$ cat src/rtl/conv_rdout_pkg.sv
package conv_rdout_pkg;
  // which set of data lines is currently driven
  typedef enum logic [1:0] {
    GRP_OFF  = 2'd0,
    GRP_WORD = 2'd1,
    GRP_HI   = 2'd2,
    GRP_LO   = 2'd3
  } grp_t;
endpackage

$ cat src/rtl/rd_qualify.sv
module rd_qualify
  import conv_rdout_pkg::*;
(
  input  logic ce_i,
  input  logic cs_n_i,
  input  logic rc_i,
  input  logic wide_i,
  input  logic sel_lo_i,
  input  logic busy_i,
  output logic rd_ok_o,
  output grp_t grp_req_o
);
  always_comb begin
    rd_ok_o = rc_i && !busy_i && ce_i && !cs_n_i;
    if (!rd_ok_o)      grp_req_o = GRP_OFF;
    else if (wide_i)   grp_req_o = GRP_WORD;
    else if (sel_lo_i) grp_req_o = GRP_LO;
    else               grp_req_o = GRP_HI;
  end
endmodule

$ cat src/rtl/result_hold.sv
module result_hold #(
  parameter int W = 12
) (
  input  logic         clk,
  input  logic         rst_n,
  input  logic         busy_i,
  input  logic [W-1:0] result_i,
  output logic [W-1:0] held_o,
  output logic         done_evt_o
);
  logic busy_q;

  assign done_evt_o = busy_q && !busy_i;

  always_ff @(posedge clk or negedge rst_n) begin
    if (!rst_n) begin
      busy_q <= 1'b0;
      held_o <= '0;
    end else begin
      busy_q <= busy_i;
      if (done_evt_o) held_o <= result_i;
    end
  end
endmodule

$ cat src/rtl/bus_sequencer.sv
module bus_sequencer
  import conv_rdout_pkg::*;
(
  input  logic clk,
  input  logic rst_n,
  input  grp_t grp_req_i,
  output grp_t grp_o
);
  logic clash;

  // two different driven groups in a row are not allowed: insert a gap
  assign clash = (grp_o != GRP_OFF) && (grp_req_i != GRP_OFF) && (grp_req_i != grp_o);

  always_ff @(posedge clk or negedge rst_n) begin
    if (!rst_n)     grp_o <= GRP_OFF;
    else if (clash) grp_o <= GRP_OFF;
    else            grp_o <= grp_req_i;
  end

  AST_BREAK_MAKE: assert property (@(posedge clk) disable iff (!rst_n)
    (grp_o != GRP_OFF && $past(grp_o) != GRP_OFF) |-> grp_o == $past(grp_o));
endmodule

$ cat src/rtl/conv_rdout.sv
module conv_rdout
  import conv_rdout_pkg::*;
#(
  parameter int RES_W  = 12,
  parameter int BYTE_W = 8
) (
  input  logic             clk,
  input  logic             rst_n,
  input  logic             ce_i,
  input  logic             cs_n_i,
  input  logic             rc_i,
  input  logic             wide_i,
  input  logic             sel_lo_i,
  input  logic             busy_i,
  input  logic [RES_W-1:0] result_i,
  output logic [RES_W-1:0] bus_o,
  output logic [RES_W-1:0] bus_oe_o
);
  localparam int TAIL_W = RES_W - BYTE_W;
  localparam logic [RES_W-1:0] ALL_ONES = {RES_W{1'b1}};
  localparam logic [RES_W-1:0] HI_MASK  = ALL_ONES << TAIL_W;
  localparam logic [RES_W-1:0] LO_MASK  = ALL_ONES >> TAIL_W;
  localparam logic [RES_W-1:0] LSB_MASK = ALL_ONES >> BYTE_W;

  logic             rd_ok;
  logic             done_evt;
  grp_t             grp_req;
  grp_t             grp;
  logic [RES_W-1:0] held;

  function automatic logic [RES_W-1:0] line_oe(input grp_t g);
    case (g)
      GRP_WORD: line_oe = ALL_ONES;
      GRP_HI:   line_oe = HI_MASK;
      GRP_LO:   line_oe = LO_MASK;
      default:  line_oe = '0;
    endcase
  endfunction

  // lower byte: result LSBs on the lowest lines, trailing zeros above them
  function automatic logic [RES_W-1:0] line_val(input grp_t g, input logic [RES_W-1:0] w);
    case (g)
      GRP_WORD: line_val = w;
      GRP_HI:   line_val = w & HI_MASK;
      GRP_LO:   line_val = w & LSB_MASK;
      default:  line_val = '0;
    endcase
  endfunction

  rd_qualify u_qual (
    .ce_i      (ce_i),
    .cs_n_i    (cs_n_i),
    .rc_i      (rc_i),
    .wide_i    (wide_i),
    .sel_lo_i  (sel_lo_i),
    .busy_i    (busy_i),
    .rd_ok_o   (rd_ok),
    .grp_req_o (grp_req)
  );

  result_hold #(.W(RES_W)) u_hold (
    .clk        (clk),
    .rst_n      (rst_n),
    .busy_i     (busy_i),
    .result_i   (result_i),
    .held_o     (held),
    .done_evt_o (done_evt)
  );

  bus_sequencer u_seq (
    .clk       (clk),
    .rst_n     (rst_n),
    .grp_req_i (grp_req),
    .grp_o     (grp)
  );

  assign bus_oe_o = line_oe(grp);
  assign bus_o    = line_val(grp, held);

  AST_NO_READ: assert property (@(posedge clk) disable iff (!rst_n)
    $past(!rd_ok) |-> bus_oe_o == '0);
  AST_IDLE_WHEN_BUSY: assert property (@(posedge clk) disable iff (!rst_n)
    $past(busy_i) |-> bus_oe_o == '0);
  AST_OE_SHAPE: assert property (@(posedge clk) disable iff (!rst_n)
    bus_oe_o == '0 || bus_oe_o == ALL_ONES || bus_oe_o == HI_MASK || bus_oe_o == LO_MASK);
  AST_QUIET_LINES: assert property (@(posedge clk) disable iff (!rst_n)
    (bus_o & ~bus_oe_o) == '0);
  AST_WORD_STABLE: assert property (@(posedge clk) disable iff (!rst_n)
    (bus_oe_o == ALL_ONES && $past(bus_oe_o) == ALL_ONES && !$past(done_evt)) |-> $stable(bus_o));
endmodule

$ cat config.mk
export PLATFORM = sky130hd
export DESIGN_NAME = conv_rdout
export DESIGN_NICKNAME = d
export VERILOG_FILES = /design/src/rtl/conv_rdout_pkg.sv /design/src/rtl/rd_qualify.sv /design/src/rtl/result_hold.sv /design/src/rtl/bus_sequencer.sv /design/src/rtl/conv_rdout.sv
export SDC_FILE = /design/constraint.sdc
export NUM_CORES = 1
export LEC_CHECK = 0
export ABC_AREA = 0
export BUFFER_PORTS_ARGS = -buffer_cell sky130_fd_sc_hd__buf_4
export CAP_MARGIN = 20
export CORE_MARGIN = 1
export CORE_UTILIZATION = 40
export CTS_CLUSTER_SIZE = 30
export DETAILED_ROUTE_END_ITERATION = 8
export PLACE_DENSITY = 0.71
export SYNTH_ARGS = -nofsm -noshare
export SYNTH_HDL_FRONTEND = slang
export SYNTH_HIERARCHICAL = 1
export SYNTH_SLANG_ARGS = --single-unit
$ cat constraint.sdc
create_clock -name clk -period 1.25 [get_ports clk]
set_clock_uncertainty 0.1 [all_clocks]
set_input_delay 0.125 -clock clk [delete_from_list [all_inputs] [get_ports clk]]
set_output_delay 0.125 -clock clk [all_outputs]
set_load 0.02 [all_outputs]
; Word level (Yosys, flattened, before mapping)
; Index checks and enable logic that the tools add are counted.
[totals]
register_bits = 15
in_bits = 20
elab_cells = 23
[classes]
muxes = 6
eq_ne = 4
n_reduce_logical = 10
[ops]
columns = operator, count
row1 = $pmux 12 s3, 2
row2 = $logic_and 1x1->1, 6
row3 = $mux 2, 3
row4 = $eq 2x2->1 const B, 2
row5 = $reduce_bool 2->1, 2
row6 = $eq 2x1->1 const B, 1
row7 = $logic_not 1->1, 2
row8 = $ne 2x2->1, 1
row9 = $mux 1, 1

; Logic depth before layout (Yosys ltp)
[depth]
depth_word = 9
mapped_depth = 4
mapped_depth_nobuf = 4

; Modules after synthesis
; The synthesis kept the hierarchy.
[modules_own_cells]
columns = mod, area_per_inst_um2, cells_each, n_inst
row1 = result_hold, 528.0, 27, 1
row2 = conv_rdout, 226.5, 30, 1
row3 = bus_sequencer, 87.6, 8, 1
row4 = rd_qualify, 33.8, 3, 1

; Least setup slack after synthesis
; Ideal clock, no wire load.
[synth_timing]
kind = register to output
startpoint = register u_seq.grp_o[0]
endpoint = output bus_o[10]
path_buffers = 0
path_slack_ps = -159
arrival_time_ps = 1184
stages_incl_launch_ff = 5
required_time_ps = 1025
path_cell_list = dfrtp_1 inv_1 ha_1 o21ba_4 and2_1
[synth_via]
elab_chain_len = 2
word_cells_on_any_way = 4
classes_between = 3 x eq/ne / 1 x mux
[synth_lines]
columns = element, line
row1 = "start, declared", bus_sequencer.sv:7  ; output grp_t grp_o
row2 = "start signal, assigned", bus_sequencer.sv:17  ; else grp_o <= grp_req_i;
row3 = $eq 2x2->1 / $eq 2x1->1 (equally long branches), conv_rdout.sv:42  ; case (g)
row4 = $pmux 12 s3 *, conv_rdout.sv:42
row5 = "end, declared", conv_rdout.sv:16  ; output logic [RES_W-1:0] bus_o,
; Mark *: on every way between the ends. The rest lies on a longest branch, timed or not.

; Worst setup path in the final report
[layout_timing]
startpoint = register u_seq.grp_o[0]
endpoint = output bus_oe_o[1]
[layout_via]
elab_chain_len = 2
word_cells_on_any_way = 4
classes_between = 3 x eq/ne / 1 x mux
[layout_lines]
columns = element, line
row1 = $eq 2x2->1 / $eq 2x1->1 (equally long branches), conv_rdout.sv:32  ; case (g)
row2 = $pmux 12 s3 *, conv_rdout.sv:32
row3 = "end, declared", conv_rdout.sv:17  ; output logic [RES_W-1:0] bus_oe_o
; Marks and branches as above.

==> results.json <==
{
  "fp.dieW_um": 48.8,
  "clockBufferDepth": 2,
  "setup_slack_ns": -0.431,
  "status": "finished, violations left",
  "setup_viol": 24,
  "ios": 44,
  "grt_overflow": 0,
  "cts_tree": "done",
  "drc": 0,
  "timing.hold.ws_ns": 0.0112,
  "synth_nets": 92,
  "arrival_ns": 1.46,
  "first_iter_violations": 1,
  "cp_num_buf_inv": 2,
  "insertion_delay_ns": 0.28,
  "numCtsBuffers": 3,
  "required_ns": 1.02,
  "post-route-period-util_pct": 135,
  "grt_pass1_vias": 714,
  "max_stage_delay_ns": 0.44,
  "crit_type": "register to output port",
  "crit_slowest_cell": "dfrtp_2",
  "ant_nets": 0,
  "pre_cts_slack_ns": -0.189,
  "min_path_cells": 3,
  "antenna_cells": 0,
  "path_delay_family": "flip-flops",
  "slew_viol_final": 0,
  "failed_checks": "setup timing",
  "yosysSeqAreaShare_pct": 42.9,
  "total_power_mw": 1.14,
  "hold_violations": 0,
  "avgRoutedWirePerCell_um": 12.3,
  "fmax_mhz": 595,
  "grt_max_degree": 16,
  "die_area_mm2": 0.00238,
  "grt_usage_pct": 17.1,
  "cp-start-kind": "register",
  "synth.top_cell.area_share_pct": 42.9,
  "leakage_nw": 0.746,
  "first_pass_iters": 3,
  "rsz0062_at_grt": "true",
  "initial_core_util_pct": 43.8,
  "clk_pin_slew_ns": 0.09,
  "drive_gt1_share_pct": 71.7,
  "htreeDepth": 1,
  "hold_path.class": "primary input to register",
  "synthCells": 68,
  "cts_sinks": 15,
  "relSlewSlack_pct": 87.2,
  "cp_max_fo": 4,
  "cp_cell_sequence": "buf_4, ha_2, or2_4, buf_6",
  "placement.cell_area_mm2": 0.00124,
  "antenna_found_initial": 0,
  "reg2regPathDepth": 4,
  "fin_crit_ns": 1.68,
  "synth_area_um2": 876,
  "n_fill_cell": 147,
  "gp_congestion": 0.657,
  "via_count": 696,
  "area_growth_syn_to_layout_pct": 73.1,
  "tightest_slew_ns": 0.192,
  "drv_cap": 0,
  "ys_ff_latch": 15,
  "grt_pass1_wl_um": 3080,
  "avgSynthCellArea_um2": 12.9,
  "viasPerCell": 4.52,
  "worst-path-stages": 4,
  "synth_area_leader_cell": "dfrtp_1",
  "p_per_area_mw_per_mm2": 753,
  "synth.area.top_cells": "dfrtp_1, mux2_4, and2_1",
  "core_mm2": 0.00200,
  "port_buffers": 43,
  "stdcell_area_mm2": 0.00152,
  "num_rows": 16,
  "yosys_warnings": 6,
  "cp-end-kind": "output port",
  "ir_drop_mv": 0.628,
  "fin_nets": 152,
  "die_y_um": 48.8,
  "ys_types": 15,
  "cts_root_buf": "clkbuf_4",
  "drt_wl_total_um": 1900
}
==> tightest hold or removal path, cell delays in order <==
cell     delay (ns)
buf_4          0.10
nor2b_4        0.04
o21a_1         0.10
==> worst paths after layout <==
kind	endpoint	startpoint	slack, ns
worst max-delay path	bus_oe_o[1]	u_seq/grp_o[0]	-0.43
worst min-delay path	u_seq/grp_o[1]	wide_i	0.01
worst max register to register	u_seq/grp_o[1]	u_seq/grp_o[1]	0.02
worst min register to register	u_hold/held_o[10]	u_hold/held_o[10]	0.42
max in group asynchronous	u_seq/grp_o[0]	rst_n	0.73
min in group asynchronous	u_hold/held_o[5]	rst_n	0.13
==> stage by stage <==
step | instances | TNS (ns) | utilization [%]
2_1_floorplan | 68 | -0.718 | -
3_3_place_gp | 134 | -1.49 | 62.0
3_5_place_dp | 134 | -1.98 | 62.0
4_1_cts | 154 | -7.85 | 75.0
5_1_grt | 154 | -8.79 | 75.8
6_report | 154 | -7.41 | 75.8
==> kinds of logic after synthesis <==
group / Yosys count / share of synthesized area [%]
simple gates: 18 / 15.3
flops: 15 / 42.9
buf+inv: 13 / 11.3
mux: 12 / 19.3
compound gates: 6 / 5.57
fa+ha+maj: 4 / 5.71
==> report_power, final <==
part	switching [mW]	internal (mW)	total (mW)	leakage, nW
clock	0.152	0.119	0.271	0.0177
sequential	0.0326	0.545	0.578	0.179
combinational	0.0965	0.196	0.293	0.550
total	0.281	0.860	1.14	0.746
==> cells in the mapped netlist <==
cell type,n
a21oi_1,2
buf_4,9
inv_1,3
dfrtp_1,15
or2_1,1
nor2b_4,2
mux2_4,9
o21a_1,3
mux2_2,3
ha_1,4
and4bb_2,1
and3_1,2
o21ba_4,1
and2_1,12
buf_12,1
==> cells in the final DEF (no fill, tap or decap), drive strengths merged <==
| master | n |
|---|---|
| buf | 51 |
| or2 | 1 |
| nor2b | 2 |
| dlygate4sd3 | 14 |
| and2 | 12 |
| and4bb | 1 |
| o21a | 3 |
| mux2 | 12 |
| ha | 4 |
| and3 | 2 |
| inv | 3 |
| clkbuf | 3 |
| clkinv | 1 |
| o21ba | 1 |
| a21oi | 2 |
| dfrtp | 15 |
==> metal layers <==
layer / track usage [%] / vias up / wire length [um]
met5: 0 / - / 0
met4: 4.41 / 0 / 19
met3: 4.98 / 2 / 97
met2: 31.7 / 25 / 1010
met1: 18.9 / 332 / 770
li1: - / 337 / -
==> area by class of cell <==
class | count | area, um2 | area share, %
multi-input combinational | 40 | 442 | 29.1
timing repair buffer | 65 | 623 | 41.1
inverter | 3 | 13.8 | 0.908
clock buffer | 3 | 22.5 | 1.49
clock inverter | 1 | 5.00 | 0.330
sequential | 15 | 377 | 24.8
tap | 27 | 33.8 | 2.23
==> registers in the layout, indices dropped and copies added, names as in the netlist <==
| register | count |
|---|---|
| u_seq/grp_o | 2 |
| u_hold/held_o | 12 |
| u_hold/busy_q | 1 |
==> what timing repair did <==
| action | 4_1_cts | 5_1_grt |
|---|---|---|
| endpoints found under the hold margin | 28 | 0 |
| buffers inserted | 2 | 0 |
| hold buffers | 14 | 0 |
| cloned | 0 | 0 |
| setup endpoints to repair | 24 | 25 |
| gates resized for setup | 23 | 6 |
| pin swaps | 2 | 2 |
(Power assumes the default switching activity.)
